## src/rtl/gpio_bank_pkg.sv

```systemverilog
package gpio_bank_pkg;

  typedef enum logic [1:0] {
    FLAVOR_BIDIR    = 2'd0,
    FLAVOR_IN_ONLY  = 2'd1,
    FLAVOR_OUT_ONLY = 2'd2
  } flavor_e;

  typedef enum logic [1:0] {
    RSEL_NONE = 2'd0,
    RSEL_DIR  = 2'd1,
    RSEL_OUT  = 2'd2,
    RSEL_IN   = 2'd3
  } rsel_e;

  // bidirectional layout
  localparam int BI_OFF_DIR = 0;
  localparam int BI_OFF_OUT = 1;
  localparam int BI_OFF_IN  = 2;
  // single-register layouts
  localparam int SOLO_OFF   = 0;

  function automatic int mapped_count(flavor_e f);
    return (f == FLAVOR_BIDIR) ? 3 : 1;
  endfunction

endpackage

```

## src/rtl/gpio_bank_sync.sv

```systemverilog
module gpio_bank_sync #(
  parameter int WIDTH  = 8,
  parameter int STAGES = 2
) (
  input  logic             clk,
  input  logic             rst_n,
  input  logic [WIDTH-1:0] async_in,
  output logic [WIDTH-1:0] sync_out
);
  logic [WIDTH-1:0] stage_q [STAGES];

  for (genvar s = 0; s < STAGES; s++) begin : g_stage
    always_ff @(posedge clk or negedge rst_n) begin
      if (!rst_n) stage_q[s] <= '0;
      else if (s == 0) stage_q[s] <= async_in;
      else stage_q[s] <= stage_q[(s == 0) ? 0 : s-1];
    end
  end

  assign sync_out = stage_q[STAGES-1];
endmodule

```

## src/rtl/gpio_bank_decode.sv

```systemverilog
module gpio_bank_decode
  import gpio_bank_pkg::*;
#(
  parameter flavor_e FLAVOR = FLAVOR_BIDIR,
  parameter int      ADDR_W = 2
) (
  input  logic [ADDR_W-1:0] addr,
  input  logic              we,
  output logic              wr_dir,
  output logic              wr_out,
  output rsel_e             rsel
);
  always_comb begin
    rsel = RSEL_NONE;
    unique case (FLAVOR)
      FLAVOR_BIDIR: begin
        if (int'(addr) == BI_OFF_DIR)      rsel = RSEL_DIR;
        else if (int'(addr) == BI_OFF_OUT) rsel = RSEL_OUT;
        else if (int'(addr) == BI_OFF_IN)  rsel = RSEL_IN;
      end
      FLAVOR_IN_ONLY:  if (int'(addr) == SOLO_OFF) rsel = RSEL_IN;
      FLAVOR_OUT_ONLY: if (int'(addr) == SOLO_OFF) rsel = RSEL_OUT;
      default: rsel = RSEL_NONE;
    endcase
  end

  // the input register is read-only, so only DIR and OUT take writes
  assign wr_dir = we && (rsel == RSEL_DIR);
  assign wr_out = we && (rsel == RSEL_OUT);
endmodule

```

## src/rtl/gpio_bank_regs.sv

```systemverilog
module gpio_bank_regs
  import gpio_bank_pkg::*;
#(
  parameter flavor_e FLAVOR = FLAVOR_BIDIR,
  parameter int      WIDTH  = 8
) (
  input  logic             clk,
  input  logic             rst_n,
  input  logic             wr_dir,
  input  logic             wr_out,
  input  logic [WIDTH-1:0] wdata,
  output logic [WIDTH-1:0] dir_q,
  output logic [WIDTH-1:0] out_q
);
  if (FLAVOR == FLAVOR_BIDIR) begin : g_dir_reg
    always_ff @(posedge clk or negedge rst_n) begin
      if (!rst_n)      dir_q <= '0;
      else if (wr_dir) dir_q <= wdata;
    end
  end else if (FLAVOR == FLAVOR_OUT_ONLY) begin : g_dir_out
    assign dir_q = '1;
  end else begin : g_dir_in
    assign dir_q = '0;
  end

  if (FLAVOR != FLAVOR_IN_ONLY) begin : g_out_reg
    always_ff @(posedge clk or negedge rst_n) begin
      if (!rst_n)      out_q <= '0;
      else if (wr_out) out_q <= wdata;
    end
  end else begin : g_out_none
    assign out_q = '0;
  end
endmodule

```

## src/rtl/gpio_bank_rdmux.sv

```systemverilog
module gpio_bank_rdmux
  import gpio_bank_pkg::*;
#(
  parameter int WIDTH = 8
) (
  input  rsel_e            rsel,
  input  logic [WIDTH-1:0] dir_q,
  input  logic [WIDTH-1:0] out_q,
  input  logic [WIDTH-1:0] in_sync,
  output logic [WIDTH-1:0] rdata
);
  always_comb begin
    unique case (rsel)
      RSEL_DIR: rdata = dir_q;
      RSEL_OUT: rdata = out_q;
      RSEL_IN:  rdata = in_sync;
      default:  rdata = '0;
    endcase
  end
endmodule

```

## src/rtl/gpio_flex_bank.sv

```systemverilog
module gpio_flex_bank
  import gpio_bank_pkg::*;
#(
  parameter flavor_e FLAVOR    = FLAVOR_BIDIR,
  parameter int      NUM_LINES = 8,
  parameter int      ADDR_W    = 2,
  parameter int      SYNC_LEN  = 2
) (
  input  logic                 clk,
  input  logic                 rst_n,
  input  logic [ADDR_W-1:0]    reg_addr,
  input  logic                 reg_we,
  input  logic [NUM_LINES-1:0] reg_wdata,
  output logic [NUM_LINES-1:0] reg_rdata,
  input  logic [NUM_LINES-1:0] pad_in,
  output logic [NUM_LINES-1:0] pad_out,
  output logic [NUM_LINES-1:0] pad_oe
);
  localparam int MAP_SIZE = mapped_count(FLAVOR);
  localparam int OUT_OFF  = (FLAVOR == FLAVOR_BIDIR) ? BI_OFF_OUT : SOLO_OFF;

  logic              wr_dir, wr_out;
  rsel_e             rsel;
  logic [NUM_LINES-1:0] dir_q, out_q, in_sync;

  gpio_bank_decode #(.FLAVOR(FLAVOR), .ADDR_W(ADDR_W)) u_decode (
    .addr(reg_addr), .we(reg_we), .wr_dir(wr_dir), .wr_out(wr_out), .rsel(rsel)
  );

  gpio_bank_regs #(.FLAVOR(FLAVOR), .WIDTH(NUM_LINES)) u_regs (
    .clk(clk), .rst_n(rst_n), .wr_dir(wr_dir), .wr_out(wr_out),
    .wdata(reg_wdata), .dir_q(dir_q), .out_q(out_q)
  );

  if (FLAVOR != FLAVOR_OUT_ONLY) begin : g_sync
    gpio_bank_sync #(.WIDTH(NUM_LINES), .STAGES(SYNC_LEN)) u_sync (
      .clk(clk), .rst_n(rst_n), .async_in(pad_in), .sync_out(in_sync)
    );
  end else begin : g_nosync
    assign in_sync = '0;
  end

  gpio_bank_rdmux #(.WIDTH(NUM_LINES)) u_rdmux (
    .rsel(rsel), .dir_q(dir_q), .out_q(out_q), .in_sync(in_sync), .rdata(reg_rdata)
  );

  assign pad_out = out_q;
  assign pad_oe  = dir_q;

  AST_UNMAPPED_ZERO: assert property (@(posedge clk) disable iff (!rst_n)
    (int'(reg_addr) >= MAP_SIZE) |-> (reg_rdata == '0));

  if (FLAVOR != FLAVOR_IN_ONLY) begin : g_out_chk
    AST_OUT_TAKES_WRITE: assert property (@(posedge clk) disable iff (!rst_n)
      (reg_we && int'(reg_addr) == OUT_OFF) |=> (pad_out == $past(reg_wdata)));
    AST_OUT_HOLDS: assert property (@(posedge clk) disable iff (!rst_n)
      !(reg_we && int'(reg_addr) == OUT_OFF) |=> $stable(pad_out));
  end

  if (FLAVOR == FLAVOR_BIDIR) begin : g_dir_chk
    AST_OE_TAKES_DIR: assert property (@(posedge clk) disable iff (!rst_n)
      (reg_we && int'(reg_addr) == BI_OFF_DIR) |=> (pad_oe == $past(reg_wdata)));
    AST_OE_HOLDS: assert property (@(posedge clk) disable iff (!rst_n)
      !(reg_we && int'(reg_addr) == BI_OFF_DIR) |=> $stable(pad_oe));
  end
endmodule

```

## config.mk

```make
export PLATFORM = sky130hd
export DESIGN_NAME = gpio_flex_bank
export DESIGN_NICKNAME = d
export VERILOG_FILES = /design/src/rtl/gpio_bank_pkg.sv /design/src/rtl/gpio_bank_sync.sv /design/src/rtl/gpio_bank_decode.sv /design/src/rtl/gpio_bank_regs.sv /design/src/rtl/gpio_bank_rdmux.sv /design/src/rtl/gpio_flex_bank.sv
export SDC_FILE = /design/constraint.sdc
export NUM_CORES = 1
export LEC_CHECK = 0
export BUFFER_PORTS_ARGS = -buffer_cell sky130_fd_sc_hd__buf_4
export CAP_MARGIN = 20
export CORE_MARGIN = 2
export CORE_UTILIZATION = 28
export DETAILED_ROUTE_END_ITERATION = 16
export PLACE_DENSITY = 0.49
export SLEW_MARGIN = 40
export SYNTH_ARGS = -nofsm -noshare
export SYNTH_HDL_FRONTEND = slang
export SYNTH_SLANG_ARGS = --single-unit
```

## constraint.sdc

```tcl
create_clock -name clk -period 2.05 [get_ports clk]
set_input_delay 0.205 -clock clk [delete_from_list [all_inputs] [get_ports clk]]
set_output_delay 0.205 -clock clk [all_outputs]
set_load 0.02 [all_outputs]
```

==> results of run 1 <==
[worst max path at each step]
stage                   end  slack (ns)  depth (start not counted)
2_1_floorplan  reg_rdata[0]        0.93                          2
3_3_place_gp   reg_rdata[2]        0.63                          4
3_5_place_dp   reg_rdata[5]        0.60                          4
4_1_cts        reg_rdata[0]        0.62                          4
5_1_grt        reg_rdata[0]        0.48                          4
6_report       reg_rdata[0]        0.63                          4
[final cells by class]
cell class                      count  area (um^2)
Clock inverter                      1         30.0
Tap cell                           50         62.6
Sequential cell                    32          801
Fill cell                         389         2350
Clock buffer                        7         96.3
Multi-Input combinational cell     35          375
Timing Repair Buffer               45          340
[power by group through the flow]
stage,combinational (W),clock (W),sequential [W]
after CTS,0.000412,0.000668,0.000759
after global placement,0.000405,0,0.000772
after detailed placement,0.000410,0,0.000771
after floorplan,0.000139,0,0.000836
after global routing,0.000432,0.000708,0.000768
final,0.000404,0.000649,0.000758
[per-stage QoR]
stage | hold WS [ns] | worst slack [ns] | cell area [um^2]
final | 0.0335 | 0.631 | 1710
after global routing | 0.00818 | 0.481 | 1710
after floorplan | -0.0906 | 0.929 | 1200
after CTS | 0.0229 | 0.617 | 1710
after global placement | 0.159 | 0.631 | 1570
after detailed placement | 0.163 | 0.604 | 1570
[Yosys cell counts]
library cell,count
buf_2,2
nor2b_1,1
nand3b_4,1
buf_6,1
mux2i_1,8
nor3b_4,1
mux2_2,16
dfrtp_1,32
o2bb2ai_1,8
[flip-flops by register name, indices dropped and copies added (netlist names)]
signal and cells:
u_regs.out_q 8, u_regs.dir_q 8, g_sync.u_sync.sync_out 8, g_sync.u_sync.stage_q 8
[cell families (layout without fill, tap and decap cells)]
family / Yosys count / after routing
AOI/OAI and AO/OA: 8 / 8
and+or+nand+nor: 3 / 3
buffers and inverters: 3 / 53
DFF: 32 / 32
muxes: 24 / 24
[cells in the final DEF (no fill, tap or decap), drive strengths merged]
cell type and instances:
buf 44, bufinv 1, clkbuf 7, dfrtp 32, dlygate4sd3 1, mux2 16
mux2i 8, nand3b 1, nor2b 1, nor3b 1, o2bb2ai 8
[per-layer routing]
layer	vias up	GRT usage, %	routed length (um)
li1	352	-	-
met2	25	17.0	1190
met3	4	6.10	166
met4	0	3.92	30
met5	-	0	0
met1	358	12.2	946
==> flow_summary.yaml, run 1 <==
clock_tree:
  cts_tree: "done"
  cts.sinks: 32
  root_buffer: "clkbuf_8"
  postCtsHoldBufs: 1
  cts.repair.resized: 0
  cts_inserted_buffers: 5
  htree_levels: 2
  post_cts_buffers: 0
  clkSlewWorstSetupHoldPaths_ns: 0.06
  cts_buffer_depth: 2
  insertion_delay_ns: 0.27
hold_path:
  min_path_cells: 1
  hp-start: "pad_in[2]"
  min_path_type: "input port to register"
  holdPathEnd: "g_sync.u_sync.stage_q[10]"
floorplanning:
  die_y_um: 69.4
  dieWidth_um: 69.4
  rows: 23
  io_pins: 45
  dieArea_um2: 4820
  coreArea_um2: 4060
  initial_core_util_pct: 29.5
cells_and_area:
  drive_gt1_share_pct: 58.3
  nets: 140
  area_delta_synth_final_pct: 42.4
  final_cells: 170
  fin_util_pct: 42.0
  antennaDiodeCount: 0
critical_path:
  crit_slowest_cell: "nor2b_1"
  r2r_slack_ns: 1.26
  path_delay_family: "simple AND/OR/NAND/NOR gates"
  crit_chain: "buf_4 > nor2b_1 > o2bb2ai_1 > buf_4"
  crit_fanout: 11
  path_common_cell: "buf_4"
  critPathKind: "input port to output pin"
  reg2reg_from: "u_regs.out_q[0]"
  r2r_cells: 1
  required_ns: 1.85
  crit_start: "reg_addr[0]"
  end_kind: "output pin"
  worstSetupStartpointType: "input port"
  cpPeakStageDelay_ns: 0.45
  cp_num_buf_inv: 2
  critPathArrivalTime_ns: 1.21
  r2r_end: "u_regs.out_q[0]"
global_routing:
  grt_pass1_vias: 824
  grt.total_usage_pct: 10.8
  grt_max_degree: 33
  grt_overflow: 0
  grt_pass1_wl_um: 3880
  antenna_found_initial: 0
pwr:
  switchingPower_w: 0.000475
  intPower_w: 0.00134
  ir_drop_v: 0.000515
  power_w: 0.00181
  powerDensity_nw_per_um2: 1060
  comb_power_share_pct: 22.3
  seq_power_share_pct: 41.9
  leakagePower_nw: 0.806
  p_sw_share_pct: 26.2
  pwr-share-clk_pct: 35.8
sta:
  finalCritPeriodShare_pct: 69.2
  hold_viol: 0
  slew_violations: 0
  fmax_mhz: 705
  worst_pin_slew_ns: 0.538
  relSlewSlack_pct: 64.1
  rsz0062_at_grt: "false"
  fin_tns_setup_ns: 0
  final.min_clock_period_ns: 1.42
  skew_ns: 0.000605
  setup_viol: 0
yosys:
  syn_inst: 70
  synth_top_family_by_area: "multiplexers"
  synth_area_per_cell_um2: 17.1
  ys.warnings.count: 0
  synth_top_area_share_pct: 66.9
  synth-adder-area-share_pct: 0
  synth-compound-area-share_pct: 5.85
  syn-num-nets: 91
  synthXorXnorAreaFrac_pct: 0
  synth.area.mux_share_pct: 21.7
  synth-simple-area-share_pct: 3.76
  synth_top_area_cell: "dfrtp_1"
  ys_seq_area_share_pct: 66.9
  ys_types: 9
  synth.cell_area_um2: 1200
  synth_area_leaders: "dfrtp_1, mux2_2, mux2i_1, o2bb2ai_1, nand3b_4"
  ys_ff_latch: 32
place:
  io_buffers: 44
  gp_congestion: 0.730
  dp.cells: 161
route:
  drc_errors: 0
  drtAntennaViolNets: 0
  drtIter0Drc: 8
  vias: 739
  wire_per_inst_um: 13.7
  first_pass_iters: 3
  avgViaCountPerCell: 4.35
  wirelength_um: 2330
run:
  cap_viol_max_count: 0
run_status:
  outcome: "finished clean"
No activity file was read; power rests on OpenSTA's default activity.
==> run 2, diff against run 1 <==
--- a/config.mk
+++ b/config.mk
@@ -10,7 +10,7 @@
 export CORE_MARGIN = 2
 export CORE_UTILIZATION = 28
 export DETAILED_ROUTE_END_ITERATION = 16
-export PLACE_DENSITY = 0.49
+export PLACE_DENSITY = 0.51
 export SLEW_MARGIN = 40
 export SYNTH_ARGS = -nofsm -noshare
 export SYNTH_HDL_FRONTEND = slang
==> constraint.sdc (replaced) <==
create_clock -name clk -period 1.3 [get_ports clk]
set_input_delay 0.13 -clock clk [delete_from_list [all_inputs] [get_ports clk]]
set_output_delay 0.13 -clock clk [all_outputs]
set_load 0.02 [all_outputs]
==> run 2 against run 1 <==
Core utilization grew 2.9 points. Setup slack lost 0.58 ns. First-iteration DRC count shrank 38%. Clock-buffer cell count shrank 1. Critical path type is now register to output pin.
==> flow_summary.yaml, run 2 (synthesis gave the netlist of run 1 again) <==
cells_and_area:
  fin_util_pct: 45.0
  nets: 154
  area_delta_synth_final_pct: 52.4
  final_cells: 184
  final_common_cell: "buf_4"
  drive_gt1_share_pct: 56.0
  antennaDiodeCount: 0
  final_cell_mix: "buf_4, dfrtp_1, mux2_2"
critical_path:
  cpPeakStageDelay_ns: 0.37
  crit_start: "u_regs.out_q[5]"
  worstSetupStartpointType: "register"
  r2r_cells: 1
  r2r_end: "u_regs.out_q[5]"
  reg2reg_from: "u_regs.out_q[5]"
  crit_chain: "mux2i_1 > o2bb2ai_1 > buf_4"
  crit_fanout: 3
  end_kind: "output pin"
  critPathKind: "register to output pin"
  r2r_slack_ns: 0.52
  crit_slowest_cell: "dfrtp_1"
  critPathArrivalTime_ns: 1.12
  required_ns: 1.17
place:
  dpl.hpwl_um: 1880
  dp.cells: 165
  dpl_worst_slack_ns: 0.171
  gp_congestion: 0.771
  io_buffers: 44
sta:
  setup_ws_ns: 0.0500
  setup_viol: 0
  final.min_clock_period_ns: 1.25
  slew_violations: 0
  rsz0062_at_grt: "true"
  hold_viol: 0
  skew_ns: 0.00100
  finalCritPeriodShare_pct: 96.2
  worst_pin_slew_ns: 0.388
  fmax_mhz: 800
  relSlewSlack_pct: 74.1
clock_tree:
  insertion_delay_ns: 0.27
  clkSlewWorstSetupHoldPaths_ns: 0.06
  cts.sinks: 32
  cts_inserted_buffers: 5
  cts_buffer_depth: 2
  htree_levels: 2
  root_buffer: "clkbuf_8"
  cts.repair.resized: 0
  cts_tree: "done"
hold_path:
  holdPathEnd: "u_regs.out_q[3]"
  hp-start: "reg_wdata[3]"
  min_path_cells: 2
  min_path_type: "input port to register"
floorplanning:
  initial_core_util_pct: 29.5
  dieArea_um2: 4820
  dieWidth_um: 69.4
  rows: 23
  die_y_um: 69.4
  io_pins: 45
  coreArea_um2: 4060
route:
  wire_per_inst_um: 13.6
  wirelength_um: 2500
  drtAntennaViolNets: 0
  avgViaCountPerCell: 4.43
  drtIter0Drc: 5
  vias: 815
  first_pass_iters: 2
  drc_errors: 0
global_routing:
  grt_max_degree: 33
  grt.total_usage_pct: 11.3
  grt_pass1_wl_um: 4260
  antenna_found_initial: 0
  grt_overflow: 0
  grt_pass1_vias: 895
run_status:
  outcome: "finished clean"
pwr:
  ir_drop_v: 0.000733
  leakagePower_nw: 0.865
  powerDensity_nw_per_um2: 1530
run:
  cap_viol_max_count: 0
==> run 2: per-layer routing <==
layer  global-route usage [%]  wire [um]
met1                     13.1       1040
met2                     18.9       1290
met4                     4.36         39
met5                        0          0
met3                     4.36        134
==> run 2: report_power, final <==
part / switching, W / internal (W) / leakage, nW
Clock: 0.000342 / 0.000568 / 0.0552
Sequential: 0.0000802 / 0.00112 / 0.376
Combinational: 0.000332 / 0.000355 / 0.434
Total: 0.000755 / 0.00204 / 0.865
==> run 2: stage by stage <==
stage	total power (W)	hold slack (ns)	cell area, um^2	TNS, ns
final	0.00279	0.0967	1820	0
after floorplan	0.00154	-0.166	1200	0
after detailed placement	0.00188	0.0870	1610	0
after global routing	0.00294	0.0845	1820	-0.00734
after global placement	0.00187	0.0853	1610	0
after CTS	0.00283	0.0866	1810	0
==> run 2: cell type report <==
| cell class | instances | area [um^2] |
|---|---|---|
| Tap cell | 50 | 62.6 |
| Multi-Input combinational cell | 35 | 375 |
| Clock inverter | 2 | 35.0 |
| Clock buffer | 6 | 72.6 |
| Fill cell | 394 | 2230 |
| Timing Repair Buffer | 59 | 478 |
| Sequential cell | 32 | 801 |
==> run 2: how the worst max path moves through the flow <==
stage / to / slack (ns) / cells after the start
global route: reg_rdata[2] / -0.005 / 3
global placement: u_regs.dir_q[4] / 0.20 / 4
detailed placement: u_regs.dir_q[6] / 0.17 / 4
finish: reg_rdata[5] / 0.05 / 3
CTS: reg_rdata[7] / 0.03 / 3
floorplan: reg_rdata[0] / 0.25 / 2
==> run 2: worst max-delay path, delay by kind of cell (launching register included) <==
kind	cells	cell delay [ns]
flops	1	0.37
compound gates	1	0.21
buf+inv	1	0.18
mux	1	0.08
==> run 2: repair_timing <==
item,CTS,global route
endpoints found under the hold margin,40,0
hold buffers,9,0
buffers inserted,0,2
setup endpoints to repair,0,4
